$ cat config.mk
export PLATFORM = sky130hd
export DESIGN_NAME = uart_irq_ident
export DESIGN_NICKNAME = d
export VERILOG_FILES = /design/src/rtl/uirq_pkg.sv /design/src/rtl/uirq_enable_reg.sv /design/src/rtl/uirq_src_latch.sv /design/src/rtl/uirq_prio_enc.sv /design/src/rtl/uart_irq_ident.sv
export SDC_FILE = /design/constraint.sdc
export NUM_CORES = 1
export LEC_CHECK = 0
export ABC_AREA = 1
export CAP_MARGIN = 40
export CORE_MARGIN = 8
export CORE_UTILIZATION = 36
export DETAILED_ROUTE_END_ITERATION = 8
export PLACE_DENSITY = 0.88
export SLEW_MARGIN = 15
export SYNTH_ARGS = -nofsm -noshare
export SYNTH_HDL_FRONTEND = slang
export SYNTH_SLANG_ARGS = --single-unit
$ cat constraint.sdc
create_clock -name clk -period 1 [get_ports clk]
set_input_delay 0.15 -clock clk [delete_from_list [all_inputs] [get_ports clk]]
set_output_delay 0.15 -clock clk [all_outputs]
set_load 0.01 [all_outputs]
$ cat src/rtl/uirq_pkg.sv
package uirq_pkg;

    localparam int NUM_SRC = 4;
    localparam int BYTE_W  = 8;

    // Source positions, fixed by the enable bit assignment
    localparam int IDX_RXRDY = 0;
    localparam int IDX_THR   = 1;
    localparam int IDX_LINE  = 2;
    localparam int IDX_MODEM = 3;

    typedef enum logic [1:0] {
        CODE_MODEM = 2'b00,
        CODE_THR   = 2'b01,
        CODE_RXRDY = 2'b10,
        CODE_LINE  = 2'b11
    } irq_code_e;

    typedef struct packed {
        irq_code_e code;
        logic      none;
    } ident_t;

    localparam int IDENT_W = $bits(ident_t);

    // Fixed four-level priority: line > rx ready > thr empty > modem
    function automatic ident_t pick_highest(input logic [NUM_SRC-1:0] act);
        ident_t id;
        id.none = ~|act;
        if (act[IDX_LINE])       id.code = CODE_LINE;
        else if (act[IDX_RXRDY]) id.code = CODE_RXRDY;
        else if (act[IDX_THR])   id.code = CODE_THR;
        else                     id.code = CODE_MODEM;
        return id;
    endfunction

    function automatic logic [BYTE_W-1:0] pack_ident(input ident_t id);
        return {{(BYTE_W-IDENT_W){1'b0}}, id};
    endfunction

endpackage

$ cat src/rtl/uirq_enable_reg.sv
module uirq_enable_reg
    import uirq_pkg::*;
#(
    parameter int EN_W   = NUM_SRC,
    parameter int READ_W = BYTE_W
) (
    input  logic              clk,
    input  logic              rst,
    input  logic              wr_en,
    input  logic [EN_W-1:0]   wdata,
    output logic [EN_W-1:0]   enables,
    output logic [READ_W-1:0] rdata
);
    localparam int PAD_W = READ_W - EN_W;

    logic [EN_W-1:0] en_q;

    always_ff @(posedge clk) begin
        if (rst)        en_q <= '0;
        else if (wr_en) en_q <= wdata;
    end

    assign enables = en_q;
    assign rdata   = {{PAD_W{1'b0}}, en_q};

    assert_ier_store_R2: assert property (@(posedge clk) disable iff (rst)
        wr_en |=> (rdata == {{PAD_W{1'b0}}, $past(wdata)}));

endmodule

$ cat src/rtl/uirq_src_latch.sv
module uirq_src_latch (
    input  logic clk,
    input  logic rst,
    input  logic cond,
    input  logic clr,
    output logic pending
);
    logic prev_q;
    logic pend_q;
    logic rise;

    assign rise = cond & ~prev_q;

    always_ff @(posedge clk) begin
        if (rst) begin
            prev_q <= 1'b0;
            pend_q <= 1'b0;
        end else begin
            prev_q <= cond;
            pend_q <= (pend_q & ~clr) | rise;
        end
    end

    assign pending = pend_q;

    assert_set_on_rise_R6: assert property (@(posedge clk) disable iff (rst)
        $rose(cond) |=> pending);

    // Same rule serves the clears of R7, R8 and R9
    assert_clear_R7: assert property (@(posedge clk) disable iff (rst)
        (clr && !rise) |=> !pending);

endmodule

$ cat src/rtl/uirq_prio_enc.sv
module uirq_prio_enc
    import uirq_pkg::*;
(
    input  logic [NUM_SRC-1:0] active,
    output ident_t             ident,
    output logic [BYTE_W-1:0]  ident_byte
);
    always_comb begin
        ident      = pick_highest(active);
        ident_byte = pack_ident(ident);
    end
endmodule

$ cat src/rtl/uart_irq_ident.sv
module uart_irq_ident
    import uirq_pkg::*;
(
    input  logic              clk,
    input  logic              rst,
    input  logic              cond_line_err,
    input  logic              cond_rx_ready,
    input  logic              cond_thr_empty,
    input  logic              cond_modem_chg,
    input  logic              ier_wr_en,
    input  logic [NUM_SRC-1:0] ier_wdata,
    output logic [BYTE_W-1:0] ier_rdata,
    input  logic              rd_ident,
    input  logic              rd_line_stat,
    input  logic              rd_rx_buf,
    input  logic              rd_modem_stat,
    input  logic              wr_tx_hold,
    output logic              irq,
    output logic [BYTE_W-1:0] ident_rdata
);
    logic [NUM_SRC-1:0] cond_vec;
    logic [NUM_SRC-1:0] clr_vec;
    logic [NUM_SRC-1:0] pend_vec;
    logic [NUM_SRC-1:0] en_vec;
    logic [NUM_SRC-1:0] act_vec;
    ident_t             ident;
    logic               thr_reported;

    always_comb begin
        cond_vec            = '0;
        cond_vec[IDX_RXRDY] = cond_rx_ready;
        cond_vec[IDX_THR]   = cond_thr_empty;
        cond_vec[IDX_LINE]  = cond_line_err;
        cond_vec[IDX_MODEM] = cond_modem_chg;
    end

    uirq_enable_reg #(.EN_W(NUM_SRC), .READ_W(BYTE_W)) u_en (
        .clk     (clk),
        .rst     (rst),
        .wr_en   (ier_wr_en),
        .wdata   (ier_wdata),
        .enables (en_vec),
        .rdata   (ier_rdata)
    );

    assign thr_reported = ~ident.none & (ident.code == CODE_THR);

    always_comb begin
        clr_vec            = '0;
        clr_vec[IDX_RXRDY] = rd_rx_buf;
        clr_vec[IDX_THR]   = wr_tx_hold | (rd_ident & thr_reported);
        clr_vec[IDX_LINE]  = rd_line_stat;
        clr_vec[IDX_MODEM] = rd_modem_stat;
    end

    for (genvar g = 0; g < NUM_SRC; g++) begin : g_src
        uirq_src_latch u_latch (
            .clk     (clk),
            .rst     (rst),
            .cond    (cond_vec[g]),
            .clr     (clr_vec[g]),
            .pending (pend_vec[g])
        );
    end

    assign act_vec = pend_vec & cond_vec & en_vec;
    assign irq     = |act_vec;

    uirq_prio_enc u_enc (
        .active     (act_vec),
        .ident      (ident),
        .ident_byte (ident_rdata)
    );

    assert_ident_flag_R4: assert property (@(posedge clk) disable iff (rst)
        (ident_rdata[0] == !irq) && (ident_rdata[7:3] == 5'd0));

    assert_line_top_R5: assert property (@(posedge clk) disable iff (rst)
        (irq && cond_line_err && pend_vec[IDX_LINE] && en_vec[IDX_LINE])
            |-> (ident_rdata[2:0] == 3'b110));

    assert_ident_clear_R8: assert property (@(posedge clk) disable iff (rst)
        (rd_ident && ident_rdata[2:0] == 3'b010 && !$rose(cond_thr_empty))
            |=> (ident_rdata[2:0] != 3'b010));

    assert_polled_R10: assert property (@(posedge clk) disable iff (rst)
        (ier_rdata == 8'h00) |-> (!irq && ident_rdata == 8'h01));

endmodule

* Word-level counts from Yosys, hierarchy flattened
Index checks and enable logic that the tools add are counted. W data, S select, Z words.
Storage, ports and cells: bits in registers 12, input bits 16, output and inout port bits 17, logic and storage cells 40
Operators by class: equal/unequal tests 1, multiplexer cells 3, bitwise operators 25, reductions and logical operators 2
Operator list (number):
- $and A1 B1 Y1 | 10
- $and A4 B4 Y4 | 2
- $not A1 Y1 | 8
- $or A1 B1 Y1 | 5
- $mux W2 | 2
- $reduce_or A4 Y1 | 1
- $eq A2 B1 Y1 const B | 1
- $logic_not A1 Y1 | 1
- $mux W1 | 1

* Depth between registers and ports, before layout
depth after elaboration 12, depth in mapped cells 6, depth with buffers taken out 6

* Modules after synthesis
A second synthesis with hierarchy kept.
Second synthesis, totals: cells, all modules 109, area, all modules 716.9 µm²
By module, submodules not included:
- uirq_src_latch | instances 4, cells an instance 10, area each 77.6 µm², seq. area each 40.0 µm²
- uirq_enable_reg | instances 1, cells an instance 35, area each 236.5 µm², seq. area each 80.1 µm²
- uirq_prio_enc | instances 1, cells an instance 17, area each 100.1 µm², seq. area each 0.0 µm²
- uart_irq_ident | instances 1, cells an instance 17, area each 70.1 µm², seq. area each 0.0 µm²

* Worst setup path after synthesis
Ideal clock, no wire load.
kind register -> output, start point reg u_en.en_q[2] (netlist: u_en.enables[2]), end point out ident_rdata[0], arrival time 0.762 ns, required time 0.850 ns, setup slack 0.088 ns, stages on the path, launching flop included 6, path buffers 0, path through dfxtp_1 nand3_2 nand2_2 inv_2 nand3_2 inv_2
Between the ends: longest elaborated chain between the ends 3
Ends and longest elaborated chain:
- start, declared | line uirq_enable_reg.sv:16 | logic [EN_W-1:0] en_q;
- start signal, assigned | line uirq_enable_reg.sv:20 | else if (wr_en) en_q <= wdata;
- $and A4 B4 Y4 | line uart_irq_ident.sv:66 | assign act_vec = pend_vec & cond_vec & en_vec;
- $reduce_or A4 Y1
- named net irq | line uart_irq_ident.sv:18 | output logic irq,
- $logic_not A1 Y1 | line uirq_pkg.sv:29 | id.none = ~|act;
- end, declared | line uart_irq_ident.sv:19 | output logic [BYTE_W-1:0] ident_rdata
The timed path passes the listed nets, and every way through them passes these cells.

* Final worst setup path
start point reg g_src[2].u_latch.pend_q, end point out ident_rdata[0]
Between the ends: longest elaborated chain between the ends 4
Ends and longest elaborated chain:
- start, declared | line uirq_src_latch.sv:9 | logic pend_q;
- start signal, assigned | line uirq_src_latch.sv:20 | pend_q <= (pend_q & ~clr) | rise;
- $and A4 B4 Y4 (2 in series) | line uart_irq_ident.sv:66
- $reduce_or A4 Y1 | line uirq_pkg.sv:29
- $logic_not A1 Y1 | line uirq_pkg.sv:29
No other way between the ends.

==> run metrics <==
fin crit share 119%; ordered list of cells on the worst path nand3_2, nand2_2, inv_2, nand3_4, inv_2, buf_6; CTS root buf clkbuf_4; H-tree depth 1; DRT antenna net count 0; status finished, violations left; internal reg-to-reg setup slack between 0.15 and 0.2 ns; most common library cells after synthesis nor2_1, inv_1, dfxtp_1; CP max FO 2; Slowest Stage Delay on Critical Path between 0.3 and 0.4 ns; FF-to-FF Start g_src[1].u_latch.pending$_SDFF_PP0_; Worst Reg-to-Reg Cells 5; GR Overflow Total 0; Post-Syn Area 576 sq um; number of port buffers 23; Chip Height ~56 um; filler cell count 147; CP dominant cell by count inv_2; Final min period 1.19 ns; Post-Synth XOR/XNOR Area 0%; final non-filler cell total around 120; first-pass GRT wire length about 2.3 mm; final hold vios 0; cell with the most instances after synthesis nor2_1; area leader, netlist dfxtp_1; Bufs on Longest Clock Path 2; Syn Area/Cell between 7 and 8 sq um; WP data arrival around 1.0 ns; critical path endpoint ident_rdata[0]; CTS tree done; Max Clk Rate approximately 840 MHz; Area Growth Syn to Fin 55.7%; final worst slack -0.186 ns; largest net degree at the start of global routing 7; combinational family with the most area after synthesis simple AND/OR/NAND/NOR gates; ys flop type dfxtp_1; VDD IR max roughly 0.00058 V; share of cells above drive strength 1 34.3%; Hold WS a little under 0.3 ns; Post-Route WL roughly 1.4 mm; Post-synth ARST share 0%; GP Congestion 0.696; Pwr Density roughly 1200 nW/um^2; HPWL after DPL between 1 and 1.5 mm; drt first pass iters 4; routed len/inst around 11 um; post-synth cell types 17; Syn Inst Count between 70 and 80; GRT Util Overall under 10%; Hold WC Path Type in2reg; MaxCap Viol Count 0; Post-Synth Simple-Gate Area between 20% and 30%; share of Yosys cell area claimed by the top area cell type a little over two fifths; critical path type reg2out; synthesized flop and latch total 12; Synth area leaders dfxtp_1, buf_4, nor2_1; Core Area around 1500 sq um; vias in the first global route between 500 and 600; CTS sink count 12; total CTS buffers 3; r2r endpoint g_src[1].u_latch.pending$_SDFF_PP0_; Setup crit start kind register; hold buffers post-CTS 0; Die Width about 56 um; failing checks setup timing; Clock transition at path regs approximately 0.070 ns; Post-synth EDFFs 0; Placed Cells 120; worst clock skew roughly 0.0014 ns; DR vias/cell 4.32; Slowest cell on crit path dfxtp_2; final setup fails 4; # DRC 0; CP Capture Type output port; Yosys warning count 0; unrepaired setup endpoints after global routing true; FP Rows 14; via count between 500 and 600; Critical Path Start g_src[2].u_latch.pending$_SDFF_PP0_; sequential share of the synthesized area 41.7%; antenna cells 0; Leak 0.451 nW; Slew Limit Fails 0; post-synthesis adder-cell area fraction 0%; num ports 33; mux cell area share after synthesis 0%; Tot Pwr approximately 1.1 mW; initial antenna violation count 0; Setup TNS Final -0.564 ns; Compound-Gate Fraction of Synth Area 6.74%; worst path required time approximately 0.85 ns; drt initial violations 7; initial core utilization 38.2%; die area approximately 3100 sq um; worst skew pair latency around 0.27 ns; Nets about 130
## how the worst min path moves through the flow
stage | from | endpoint | slack (ns) | cells after the start
detailed placement | g_src[1].u_latch.prev_q$_SDFF_PP0_ | g_src[1].u_latch.pending$_SDFF_PP0_ | 0.46 | 3
floorplan | cond_rx_ready | g_src[0].u_latch.prev_q$_SDFF_PP0_ | 0.28 | 2
finish | cond_thr_empty | g_src[1].u_latch.prev_q$_SDFF_PP0_ | 0.29 | 3
CTS | cond_thr_empty | g_src[1].u_latch.prev_q$_SDFF_PP0_ | 0.29 | 3
global route | cond_thr_empty | g_src[1].u_latch.prev_q$_SDFF_PP0_ | 0.30 | 3
global placement | g_src[1].u_latch.prev_q$_SDFF_PP0_ | g_src[1].u_latch.pending$_SDFF_PP0_ | 0.45 | 3
## worst max-delay path, delay by kind of cell (launching register included)
| kind | cells | cell delay [ns] |
|---|---|---|
| AND/OR/NAND/NOR | 3 | 0.23 |
| flip-flops | 1 | 0.33 |
| buffers and inverters | 3 | 0.20 |
## state kept, by name, summed over array words and instances, names as in the netlist
signal / cells
g_src.u_latch.prev_q: 4
g_src.u_latch.pending: 4
u_en.enables: 4
## stage by stage
step / utilization (%) / setup slack [ns] / instance area, sq um
floorplan: - / 0.0882 / 606
global route: 59.5 / -0.237 / 896
detailed placement: 55.6 / -0.633 / 837
global placement: 55.6 / -0.619 / 837
finish: 59.5 / -0.186 / 896
CTS: 57.0 / -0.179 / 858
## cell type report
type	instances	area (sq um)	share of cell area (%)
clock buffers	3	22.5	2.51
inverters	16	60.1	6.70
multi-input cells	45	234	26.1
flip-flops and latches	12	248	27.7
well taps	16	20.0	2.23
repair buffers	32	312	34.8
## cell usage in the layout (no fill, tap or decap), types with 2 or more instances in the layout
master	Yosys	routed
nor2_1	14	14
inv_1	13	13
clkdlybuf4s50_1	0	12
buf_6	1	10
conb_1	1	9
buf_4	9	7
dfxtp_2	0	6
dfxtp_1	12	6
nand2_1	5	5
nand3_2	4	3
inv_2	3	3
o21ai_0	3	3
o22ai_1	3	3
clkbuf_4	0	3
dlygate4sd2_1	0	3
nor2_2	2	2
## kinds of logic (layout without fill, tap and decap cells)
kind of cell | count (synthesis) | in the layout
other | 1 | 9
AND/OR/NAND/NOR | 29 | 29
flip-flops | 12 | 12
AO/OA/AOI/OAI | 7 | 7
buffers and inverters | 26 | 51
## where the power goes
| group | total, mW | internal (mW) | switching [mW] |
|---|---|---|---|
| sequential | 0.531 | 0.513 | 0.0186 |
| combinational | 0.239 | 0.136 | 0.102 |
| clock | 0.287 | 0.140 | 0.148 |
## metal layers
metal  wire length, um  share of wire (%)  GRT usage, %  up-vias
met5                 0                  0             0        -
met4                36                2.6          6.19        0
met3               124                9.0          5.71        5
met2               633                 46          13.2       23
met1               578                 42          9.79      234
li1                  -                  -             -      274
## repair_timing
| action | CTS | global route |
|---|---|---|
| pin swaps | 2 | 1 |
| setup buffers | 1 | 1 |
| endpoints found under the setup margin | 8 | 8 |
| resized for setup | 47 | 6 |
Power figures use the tool's default switching activity.
